File: config.mk
export PLATFORM = sky130hd
export DESIGN_NAME = led_regbank
export DESIGN_NICKNAME = d
export VERILOG_FILES = /design/src/rtl/led_regbank_pkg.sv /design/src/rtl/led_addr_decode.sv /design/src/rtl/led_shadow_bank.sv /design/src/rtl/led_ctrl_bits.sv /design/src/rtl/led_regbank.sv
export SDC_FILE = /design/constraint.sdc
export NUM_CORES = 1
export LEC_CHECK = 0
export BUFFER_PORTS_ARGS = -buffer_cell sky130_fd_sc_hd__buf_2
export CORE_MARGIN = 4
export CORE_UTILIZATION = 35
export CTS_CLUSTER_DIAMETER = 30
export DETAILED_ROUTE_END_ITERATION = 16
export GPL_ROUTABILITY_DRIVEN = 0
export PLACE_DENSITY = 0.56
export SLEW_MARGIN = 20
export SYNTH_ARGS = -nofsm -noshare
export SYNTH_HDL_FRONTEND = slang
export SYNTH_SLANG_ARGS = --single-unit
File: constraint.sdc
create_clock -name clk -period 2.75 [get_ports clk]
set_input_delay 0.4125 -clock clk [delete_from_list [all_inputs] [get_ports clk]]
set_output_delay 0.4125 -clock clk [all_outputs]
set_load 0.01 [all_outputs]
File: src/rtl/led_regbank_pkg.sv
package led_regbank_pkg;
  localparam int BUS_W = 8;
  localparam logic [BUS_W-1:0] ADR_RUN   = 8'h00;
  localparam logic [BUS_W-1:0] ADR_DUTY0 = 8'h04;
  localparam logic [BUS_W-1:0] ADR_CMT   = 8'h13;
  localparam logic [BUS_W-1:0] ADR_LVL0  = 8'h17;
  localparam logic [BUS_W-1:0] ADR_GEN   = 8'h26;
  localparam logic [BUS_W-1:0] ADR_FSEL  = 8'h27;
  localparam logic [BUS_W-1:0] ADR_CLR   = 8'h2F;
  localparam logic [BUS_W-1:0] CMD_KEY   = 8'h00;

  typedef struct packed {
    logic run;
    logic gen;
    logic fsel;
  } ctrl_bits_t;
endpackage

File: src/rtl/led_addr_decode.sv
module led_addr_decode
  import led_regbank_pkg::*;
#(
  parameter int NUM_CH = 12
) (
  input  logic              clk,
  input  logic              rst,
  input  logic              wr_en,
  input  logic [BUS_W-1:0]  addr,
  input  logic [BUS_W-1:0]  wdata,
  output logic [NUM_CH-1:0] duty_we,
  output logic [NUM_CH-1:0] lvl_we,
  output logic              run_we,
  output logic              gen_we,
  output logic              fsel_we,
  output logic              commit,
  output logic              clr
);
  genvar g;
  generate
    for (g = 0; g < NUM_CH; g++) begin : g_ch
      assign duty_we[g] = wr_en && (addr == ADR_DUTY0 + BUS_W'(g));
      assign lvl_we[g]  = wr_en && (addr == ADR_LVL0 + BUS_W'(g));
    end
  endgenerate

  assign run_we  = wr_en && (addr == ADR_RUN);
  assign gen_we  = wr_en && (addr == ADR_GEN);
  assign fsel_we = wr_en && (addr == ADR_FSEL);
  assign commit  = wr_en && (addr == ADR_CMT) && (wdata == CMD_KEY);
  assign clr     = wr_en && (addr == ADR_CLR) && (wdata == CMD_KEY);


  one_target_chk: assert property (@(posedge clk) disable iff (rst)
    $onehot0({duty_we, lvl_we, run_we, gen_we, fsel_we, commit, clr}));
endmodule

File: src/rtl/led_shadow_bank.sv
module led_shadow_bank #(
  parameter int NUM_CH = 12,
  parameter int W      = 8,
  localparam int FLAT_W = NUM_CH * W
) (
  input  logic              clk,
  input  logic              rst,
  input  logic              clr,
  input  logic              commit,
  input  logic [NUM_CH-1:0] we,
  input  logic [W-1:0]      wdata,
  output logic [FLAT_W-1:0] shadow_o,
  output logic [FLAT_W-1:0] active_o
);
  logic [FLAT_W-1:0] shd_q;
  logic [FLAT_W-1:0] act_q;

  genvar g;
  generate
    for (g = 0; g < NUM_CH; g++) begin : g_ch
      always_ff @(posedge clk) begin
        if (rst || clr) begin
          shd_q[g*W +: W] <= '0;
        end else if (we[g]) begin
          shd_q[g*W +: W] <= wdata;
        end
      end

      always_ff @(posedge clk) begin
        if (rst || clr) begin
          act_q[g*W +: W] <= '0;
        end else if (commit) begin
          act_q[g*W +: W] <= shd_q[g*W +: W];
        end
      end
    end
  endgenerate

  assign shadow_o = shd_q;
  assign active_o = act_q;


  active_hold_chk: assert property (@(posedge clk) disable iff (rst)
    (!commit && !clr) |=> $stable(act_q));


  commit_copy_chk: assert property (@(posedge clk) disable iff (rst)
    (commit && !clr) |=> (act_q == $past(shd_q)));


  clear_all_chk: assert property (@(posedge clk) disable iff (rst)
    clr |=> (shd_q == '0) && (act_q == '0));
endmodule

File: src/rtl/led_ctrl_bits.sv
module led_ctrl_bits
  import led_regbank_pkg::*;
(
  input  logic       clk,
  input  logic       rst,
  input  logic       clr,
  input  logic       run_we,
  input  logic       gen_we,
  input  logic       fsel_we,
  input  logic       bit_in,
  output ctrl_bits_t ctrl_o
);
  ctrl_bits_t ctrl_q;

  always_ff @(posedge clk) begin
    if (rst || clr) begin
      ctrl_q <= '0;
    end else begin
      if (run_we)  ctrl_q.run  <= bit_in;
      if (gen_we)  ctrl_q.gen  <= bit_in;
      if (fsel_we) ctrl_q.fsel <= bit_in;
    end
  end

  assign ctrl_o = ctrl_q;


  run_write_chk: assert property (@(posedge clk) disable iff (rst)
    (run_we && !clr) |=> (ctrl_q.run == $past(bit_in)));


  ctrl_hold_chk: assert property (@(posedge clk) disable iff (rst)
    (!run_we && !gen_we && !fsel_we && !clr) |=> $stable(ctrl_q));
endmodule

File: src/rtl/led_regbank.sv
module led_regbank
  import led_regbank_pkg::*;
#(
  parameter int NUM_CH  = 12,
  parameter int DUTY_W  = 8,
  parameter int LEVEL_W = 6,
  localparam int DUTY_FLAT = NUM_CH * DUTY_W,
  localparam int LVL_FLAT  = NUM_CH * LEVEL_W
) (
  input  logic                 clk,
  input  logic                 rst,
  input  logic                 wr_en,
  input  logic [7:0]           addr,
  input  logic [7:0]           wdata,
  output logic [7:0]           rdata,
  output logic                 run_o,
  output logic                 gen_o,
  output logic                 fsel_o,
  output logic [DUTY_FLAT-1:0] duty_o,
  output logic [LVL_FLAT-1:0]  level_o
);
  logic [NUM_CH-1:0] duty_we, lvl_we;
  logic run_we, gen_we, fsel_we, commit, clr;
  logic [DUTY_FLAT-1:0] duty_shd;
  logic [LVL_FLAT-1:0]  lvl_shd;
  ctrl_bits_t ctrl;
  logic [BUS_W-1:0] rd_next;
  logic             rd_hit;
  logic [BUS_W-1:0] rdata_q;

  led_addr_decode #(.NUM_CH(NUM_CH)) u_dec (
    .clk(clk), .rst(rst), .wr_en(wr_en), .addr(addr), .wdata(wdata),
    .duty_we(duty_we), .lvl_we(lvl_we), .run_we(run_we), .gen_we(gen_we),
    .fsel_we(fsel_we), .commit(commit), .clr(clr)
  );

  led_shadow_bank #(.NUM_CH(NUM_CH), .W(DUTY_W)) u_duty (
    .clk(clk), .rst(rst), .clr(clr), .commit(commit), .we(duty_we),
    .wdata(wdata[DUTY_W-1:0]), .shadow_o(duty_shd), .active_o(duty_o)
  );

  led_shadow_bank #(.NUM_CH(NUM_CH), .W(LEVEL_W)) u_lvl (
    .clk(clk), .rst(rst), .clr(clr), .commit(commit), .we(lvl_we),
    .wdata(wdata[LEVEL_W-1:0]), .shadow_o(lvl_shd), .active_o(level_o)
  );

  led_ctrl_bits u_ctrl (
    .clk(clk), .rst(rst), .clr(clr), .run_we(run_we), .gen_we(gen_we),
    .fsel_we(fsel_we), .bit_in(wdata[0]), .ctrl_o(ctrl)
  );

  // Read mux: shadows for channel registers, zero for write-only and holes.
  always_comb begin
    rd_next = '0;
    rd_hit  = 1'b0;
    if (addr == ADR_RUN)  begin rd_next[0] = ctrl.run;  rd_hit = 1'b1; end
    if (addr == ADR_GEN)  begin rd_next[0] = ctrl.gen;  rd_hit = 1'b1; end
    if (addr == ADR_FSEL) begin rd_next[0] = ctrl.fsel; rd_hit = 1'b1; end
    for (int i = 0; i < NUM_CH; i++) begin
      if (addr == ADR_DUTY0 + BUS_W'(i)) begin
        rd_next[DUTY_W-1:0] = duty_shd[i*DUTY_W +: DUTY_W];
        rd_hit = 1'b1;
      end
      if (addr == ADR_LVL0 + BUS_W'(i)) begin
        rd_next[LEVEL_W-1:0] = lvl_shd[i*LEVEL_W +: LEVEL_W];
        rd_hit = 1'b1;
      end
    end
  end

  always_ff @(posedge clk) begin
    if (rst) rdata_q <= '0;
    else     rdata_q <= rd_next;
  end

  assign rdata  = rdata_q;
  assign run_o  = ctrl.run;
  assign gen_o  = ctrl.gen;
  assign fsel_o = ctrl.fsel;


  bad_key_chk: assert property (@(posedge clk) disable iff (rst)
    (wr_en && (addr == ADR_CMT || addr == ADR_CLR) && wdata != CMD_KEY)
      |=> $stable(duty_o) && $stable(level_o) && $stable({run_o, gen_o, fsel_o}));


  hole_read_chk: assert property (@(posedge clk) disable iff (rst)
    !rd_hit |=> (rdata == '0));


  level_top_zero_chk: assert property (@(posedge clk) disable iff (rst)
    (addr >= ADR_LVL0 && addr < ADR_LVL0 + BUS_W'(NUM_CH)) |=> (rdata[7:LEVEL_W] == '0));
endmodule

# [Word-level counts from Yosys, hierarchy flattened]
# Cells that the tools add are included.
# W data, S select, Z words.
[word_totals] register_bits=347 latchBits=0 ramBits=0 romBits=0 in_bits=19 out_inout_bits=179 elab_cells=141 mem_count=0
[classes] add_sub_neg=0 mul=0 n_div=0 magnitude_cmp=0 n_eq_ne=28 shift=0 muxes=27 bitwise=0 n_reduce_logical=34
[ops] operator="$mux W8" count=12
[ops] operator="$eq A8 B5 Y1 const B" count=10
[ops] operator="$mux W6" count=12
[ops] operator="$eq A8 B4 Y1 const B" count=8
[ops] operator="$eq A8 B6 Y1 const B" count=6
[ops] operator="$eq A8 B3 Y1 const B" count=4
[ops] operator="$logic_and A1 B1 Y1" count=31
[ops] operator="$logic_not A8 Y1" count=2
[ops] operator="$mux W1" count=3
[ops] operator="$logic_or A1 B1 Y1" count=1

# [Depth between registers and ports, before layout]
[depth] depth_word=28 ltp_mapped=10 mapped_depth_nobuf=7

# [Modules after synthesis]
# Synthesis repeated with hierarchy kept, for this count alone.
[hier_totals] cells_unflattened=1568 area_unflattened_um2=15300.9
[modules_own_cells] module="led_shadow_bank at u_duty" instances=1 cells_per_inst=630 area_each_um2=7236.9
[modules_own_cells] module="led_shadow_bank at u_lvl" instances=1 cells_per_inst=475 area_each_um2=5094.9
[modules_own_cells] module="led_regbank" instances=1 cells_per_inst=400 area_each_um2=2568.7
[modules_own_cells] module="led_addr_decode" instances=1 cells_per_inst=54 area_each_um2=295.3
[modules_own_cells] module="led_ctrl_bits" instances=1 cells_per_inst=9 area_each_um2=105.1

# [Worst setup path after synthesis]
# No wires, ideal clock.
[synth_timing] kind="input to register" start="input addr[5]" end="register rdata_q[0] (netlist: rdata[0])" setup_ps=79 t_arrival_ps=2369 t_required_ps=2671 path_slack_ps=301 path_stages=9 path_cell_list="buf_2 -> or4_4 -> buf_6 -> nor2_8 -> a21oi_2 -> o41a_1 -> nor4_1 -> o21ai_1 -> a211oi_2"
[synth_between] elab_chain_len=28
[synth_rtl] item="start, declared" line="led_regbank.sv:13" text="input logic [7:0] addr,"
[synth_rtl] item="$logic_not A8 Y1" line="led_regbank.sv:56" text="if (addr == ADR_RUN) begin rd_next[0] = ctrl.run; rd_hit = 1'b1; end"
[synth_rtl] item="$mux W1" line="led_regbank.sv:56"
[synth_rtl] item="$mux W1" line="led_regbank.sv:57" text="if (addr == ADR_GEN) begin rd_next[0] = ctrl.gen; rd_hit = 1'b1; end"
[synth_rtl] item="$mux W1" line="led_regbank.sv:58" text="if (addr == ADR_FSEL) begin rd_next[0] = ctrl.fsel; rd_hit = 1'b1; end"
[synth_rtl] item="$mux W8" line="led_regbank.sv:60" text="if (addr == ADR_DUTY0 + BUS_W'(i)) begin"
[synth_rtl] item="$mux W6" line="led_regbank.sv:64" text="if (addr == ADR_LVL0 + BUS_W'(i)) begin"
[synth_rtl] item="$mux W8" line="led_regbank.sv:60"
[synth_rtl] item="$mux W6" line="led_regbank.sv:64"
[synth_rtl] item="[... 12 more ...]"
[synth_rtl] item="$mux W8" line="led_regbank.sv:60"
[synth_rtl] item="$mux W6" line="led_regbank.sv:64"
[synth_rtl] item="$mux W8" line="led_regbank.sv:60"
[synth_rtl] item="$mux W6" line="led_regbank.sv:64"
[synth_rtl] item="$mux W8" line="led_regbank.sv:60"
[synth_rtl] item="$mux W6" line="led_regbank.sv:64"
[synth_rtl] item="$mux W8" line="led_regbank.sv:60"
[synth_rtl] item="$mux W6 (*)" line="led_regbank.sv:64"
[synth_rtl] item="end signal, assigned" line="led_regbank.sv:73" text="else rdata_q <= rd_next;"
[synth_rtl] item="end, declared" line="led_regbank.sv:29" text="logic [BUS_W-1:0] rdata_q;"
# Every way passes the cells marked *; elsewhere a longest branch is shown, timed or not.
# A chain may end at the register's enable or synchronous reset.

# [Worst setup path in the final report]
# Same ends and word-level chain as after synthesis.

==> run summary <==
total grt overflow = 0
initial DRC count = 1295
cell row count = 73
most common flop cell mapped by yosys = dfxtp_1
routed vias/inst = 5.37
reg2reg end = rdata[0]
syn nets = 1805
TNS Setup = 0 ns
RSZ-0062 raised after global routing = no
initial core utilization = 0.354
Int Pwr = 0.0121 W
vias in the first global route = 13800
Critical Path AT = 2.73 ns
crit path time final = 2.22 ns
fin crit share = 0.809
Post-synth EDFFs = 0
H-tree Lvls = 3
post-route ant nets = 0
drt wl/cell = 19.9 um
Post-DP HPWL = 36900 um
Worst EP required = 3.25 ns
Avg Cell Area, Syn = 7.89 um2
critical path peak fanout = 10
hold buffer count at CTS = 0
Tightest Pin Transition = 0.618 ns
yosys warns = 0
CTS Root Cell = clkbuf_16
ys async rst share = 0
later-pin clock latency in the skew report = 0.59 ns
setup violators final = 0
first drt pass iteration count = 5
initial antenna violation count = 0
Syn Inst Count = 1786
pwr/cell area = 810 nW/um2
DRC viols = 0
start point of the critical path = addr[5]
Multi-input gate area = 6540 um2
global-route usage over all layers = 0.229
critical path class = in2reg
Clock transition at path regs = 0.05 ns
portion of netlist area occupied by mux cells = 0.0552
Worst Reg-to-Reg Cells = 7
Post-Synth XOR/XNOR Area = 0
Core Footprint = 39800 um2
end of the critical path = rdata[0]
status = completed
share of layout cells above drive strength 1 = 0.220
Leak Pwr = 7.46 nW
first-pass GRT wire length = 80300 um
largest family of logic cells by synthesized area = simple AND/OR/NAND/NOR gates
Clock power frac = 0.642
Synth cell types = 64
Fmax = 0.450 GHz
simple-gate share of the synthesized area = 0.241
CP Capture Type = flip-flop
peak supply drop = 400 uV
postcts setup bufs = 0
CTS tree = built
crit start category = primary input
hold slack final = 0.193 ns
largest net degree at the start of global routing = 88
R2R Setup Slk = 0.64 ns
Hold Path Class = in2reg
final core occ = 0.476
FF+latch area = 6950 um2
Final Hold Vio Count = 0
adder-cell share of the synthesized area = 0
Setup WS pre-CTS = 0.0194 ns
clock skew = 0.0227 ns
Most Used Layer, Global Route = met2
nets@finish = 2040
Cell Area, Synth = 14100 um2
met1 Usage GRT = 0.305
reg2reg start = u_ctrl.ctrl_o[0]
Max Cap Viol = 0
CTS buffer count = 77
met2 global-route usage = 0.367
die width = 209 um
Synth Register Bits = 347
IO Pins = 198
Slew Viols, Final = 0
P_sw = 0.00326 W
final worst slack = 0.526 ns
chip height = 209 um
part of the power in combinational logic = 0.029
switching part of the total = 0.212
CTS max path bufs = 3
fillcell total = 3996
Slew HR = 0.583
sequential share of power = 0.329
Synth Area in Compound Gates = 0.166
via count = 14000
register area share after synthesis = 0.493
clk sinks = 347
met3 Usage GRT = 0.0458
IO buf count = 197
DRT Wirelength = 51900 um
post-cts resize count = 0
Antenna diodes = 0
synthesis-to-finish area growth = 34.5%
die footprint = 43600 um2
## flip-flops by register name, indices dropped and copies added (netlist names)
| register | count |
|---|---|
| u_duty.shadow_o | 96 |
| u_lvl.shadow_o | 72 |
| u_lvl.active_o | 72 |
| u_ctrl.ctrl_o | 3 |
| rdata | 8 |
| u_duty.active_o | 96 |
## area by class of cell
| class | count | area share |
|---|---|---|
| Sequential cell | 347 | 0.366 |
| Timing Repair Buffer | 298 | 0.103 |
| Inverter | 9 | 0.00178 |
| Multi-Input combinational cell | 1288 | 0.345 |
| Clock buffer | 98 | 0.113 |
| Clock inverter | 42 | 0.0358 |
| Tap cell | 525 | 0.0346 |
## cells by family (layout without fill, tap and decap cells)
kind of cell,after synthesis,in the layout
AOI/OAI and AO/OA,414,414
buffers and inverters,151,447
DFF,347,347
muxes,76,76
and+or+nand+nor,798,798
## placed cells by master (no fill, tap or decap), types with 5 or more instances in the layout
master / Yosys / routed
a221oi_1: 12 / 12
bufinv_16: 0 / 15
dfxtp_1: 347 / 347
clkbuf_1: 105 / 7
a22oi_1: 11 / 11
nor2_1: 100 / 100
nor4_1: 7 / 7
clkbuf_16: 0 / 77
buf_4: 1 / 84
clkbuf_8: 0 / 14
nand2b_1: 7 / 7
clkinv_2: 0 / 12
nor2b_1: 5 / 5
inv_1: 8 / 8
nand2_1: 517 / 517
buf_2: 25 / 197
o221ai_1: 10 / 10
o22ai_1: 14 / 14
nand3_1: 99 / 99
buf_12: 0 / 17
a211oi_1: 5 / 5
nor3_2: 5 / 5
a21oi_1: 305 / 305
mux2i_1: 71 / 71
nand4_1: 6 / 6
nor3_1: 19 / 19
o21ai_0: 19 / 19
## Yosys cell counts, types with 4 or more instances
| master | count | area (um2) |
|---|---|---|
| a22oi_1 | 11 | 82.6 |
| nand2b_1 | 7 | 43.8 |
| buf_1 | 8 | 30.0 |
| nor2b_1 | 5 | 31.3 |
| nor2_1 | 100 | 375 |
| nand2_1 | 517 | 1940 |
| nor4_1 | 7 | 43.8 |
| mux2i_1 | 71 | 711 |
| clkbuf_1 | 105 | 394 |
| a32oi_1 | 4 | 35.0 |
| dfxtp_1 | 347 | 6950 |
| a221oi_1 | 12 | 105 |
| o221ai_1 | 10 | 87.6 |
| mux2_2 | 4 | 45.0 |
| nand3_1 | 99 | 495 |
| and3_1 | 4 | 25.0 |
| o22ai_1 | 14 | 87.6 |
| a21oi_1 | 305 | 1530 |
| a211oi_1 | 5 | 37.5 |
| nand4_1 | 6 | 37.5 |
| nor3_1 | 19 | 95.1 |
| inv_1 | 8 | 30.0 |
| buf_2 | 25 | 125 |
| nor3_2 | 5 | 50.1 |
| o21ai_0 | 19 | 95.1 |
## stage by stage
step / total power, W / instances / cell area, um2
final: 0.0154 / 2607 / 19000
after global routing: 0.0158 / 2607 / 19000
after CTS: 0.0155 / 2607 / 19000
after detailed placement: 0.00558 / 2467 / 16100
after global placement: 0.00558 / 2467 / 16100
after floorplan: 0.00538 / 1786 / 14100
## metal layers
metal,share of wire,vias to the layer above
met5,0,-
met4,0.033,0
met3,0.065,122
met2,0.46,591
met1,0.44,6649
li1,-,6628
## worst min-delay path by stage
stage                                   start  cells after the start  slack [ns]                  end
after floorplan           u_duty.shadow_o[16]                      2        0.44  u_duty.shadow_o[16]
after global placement    u_duty.active_o[10]                      2        0.44  u_duty.active_o[10]
after detailed placement   u_lvl.active_o[11]                      2        0.44   u_lvl.active_o[11]
after CTS                                 rst                      2        0.17             rdata[7]
after global routing                      rst                      2        0.20             rdata[7]
final                                     rst                      2        0.19             rdata[7]
## worst max-delay path: stages
cell and delay, ns:
buf_2 0.13, or4_4 0.64, nor2_8 0.23, a21oi_2 0.07, o41a_1 0.41, nor4_1 0.45, o21ai_1 0.15, a211oi_2 0.22
## power groups by stage
stage	logic [W]	registers [W]	clock network, W
final	0.000441	0.00506	0.00986
after global routing	0.000462	0.00505	0.0103
after CTS	0.000431	0.00506	0.00997
after detailed placement	0.000430	0.00515	0
after global placement	0.000427	0.00515	0
after floorplan	0.000236	0.00515	0
(Power assumes the default switching activity.)
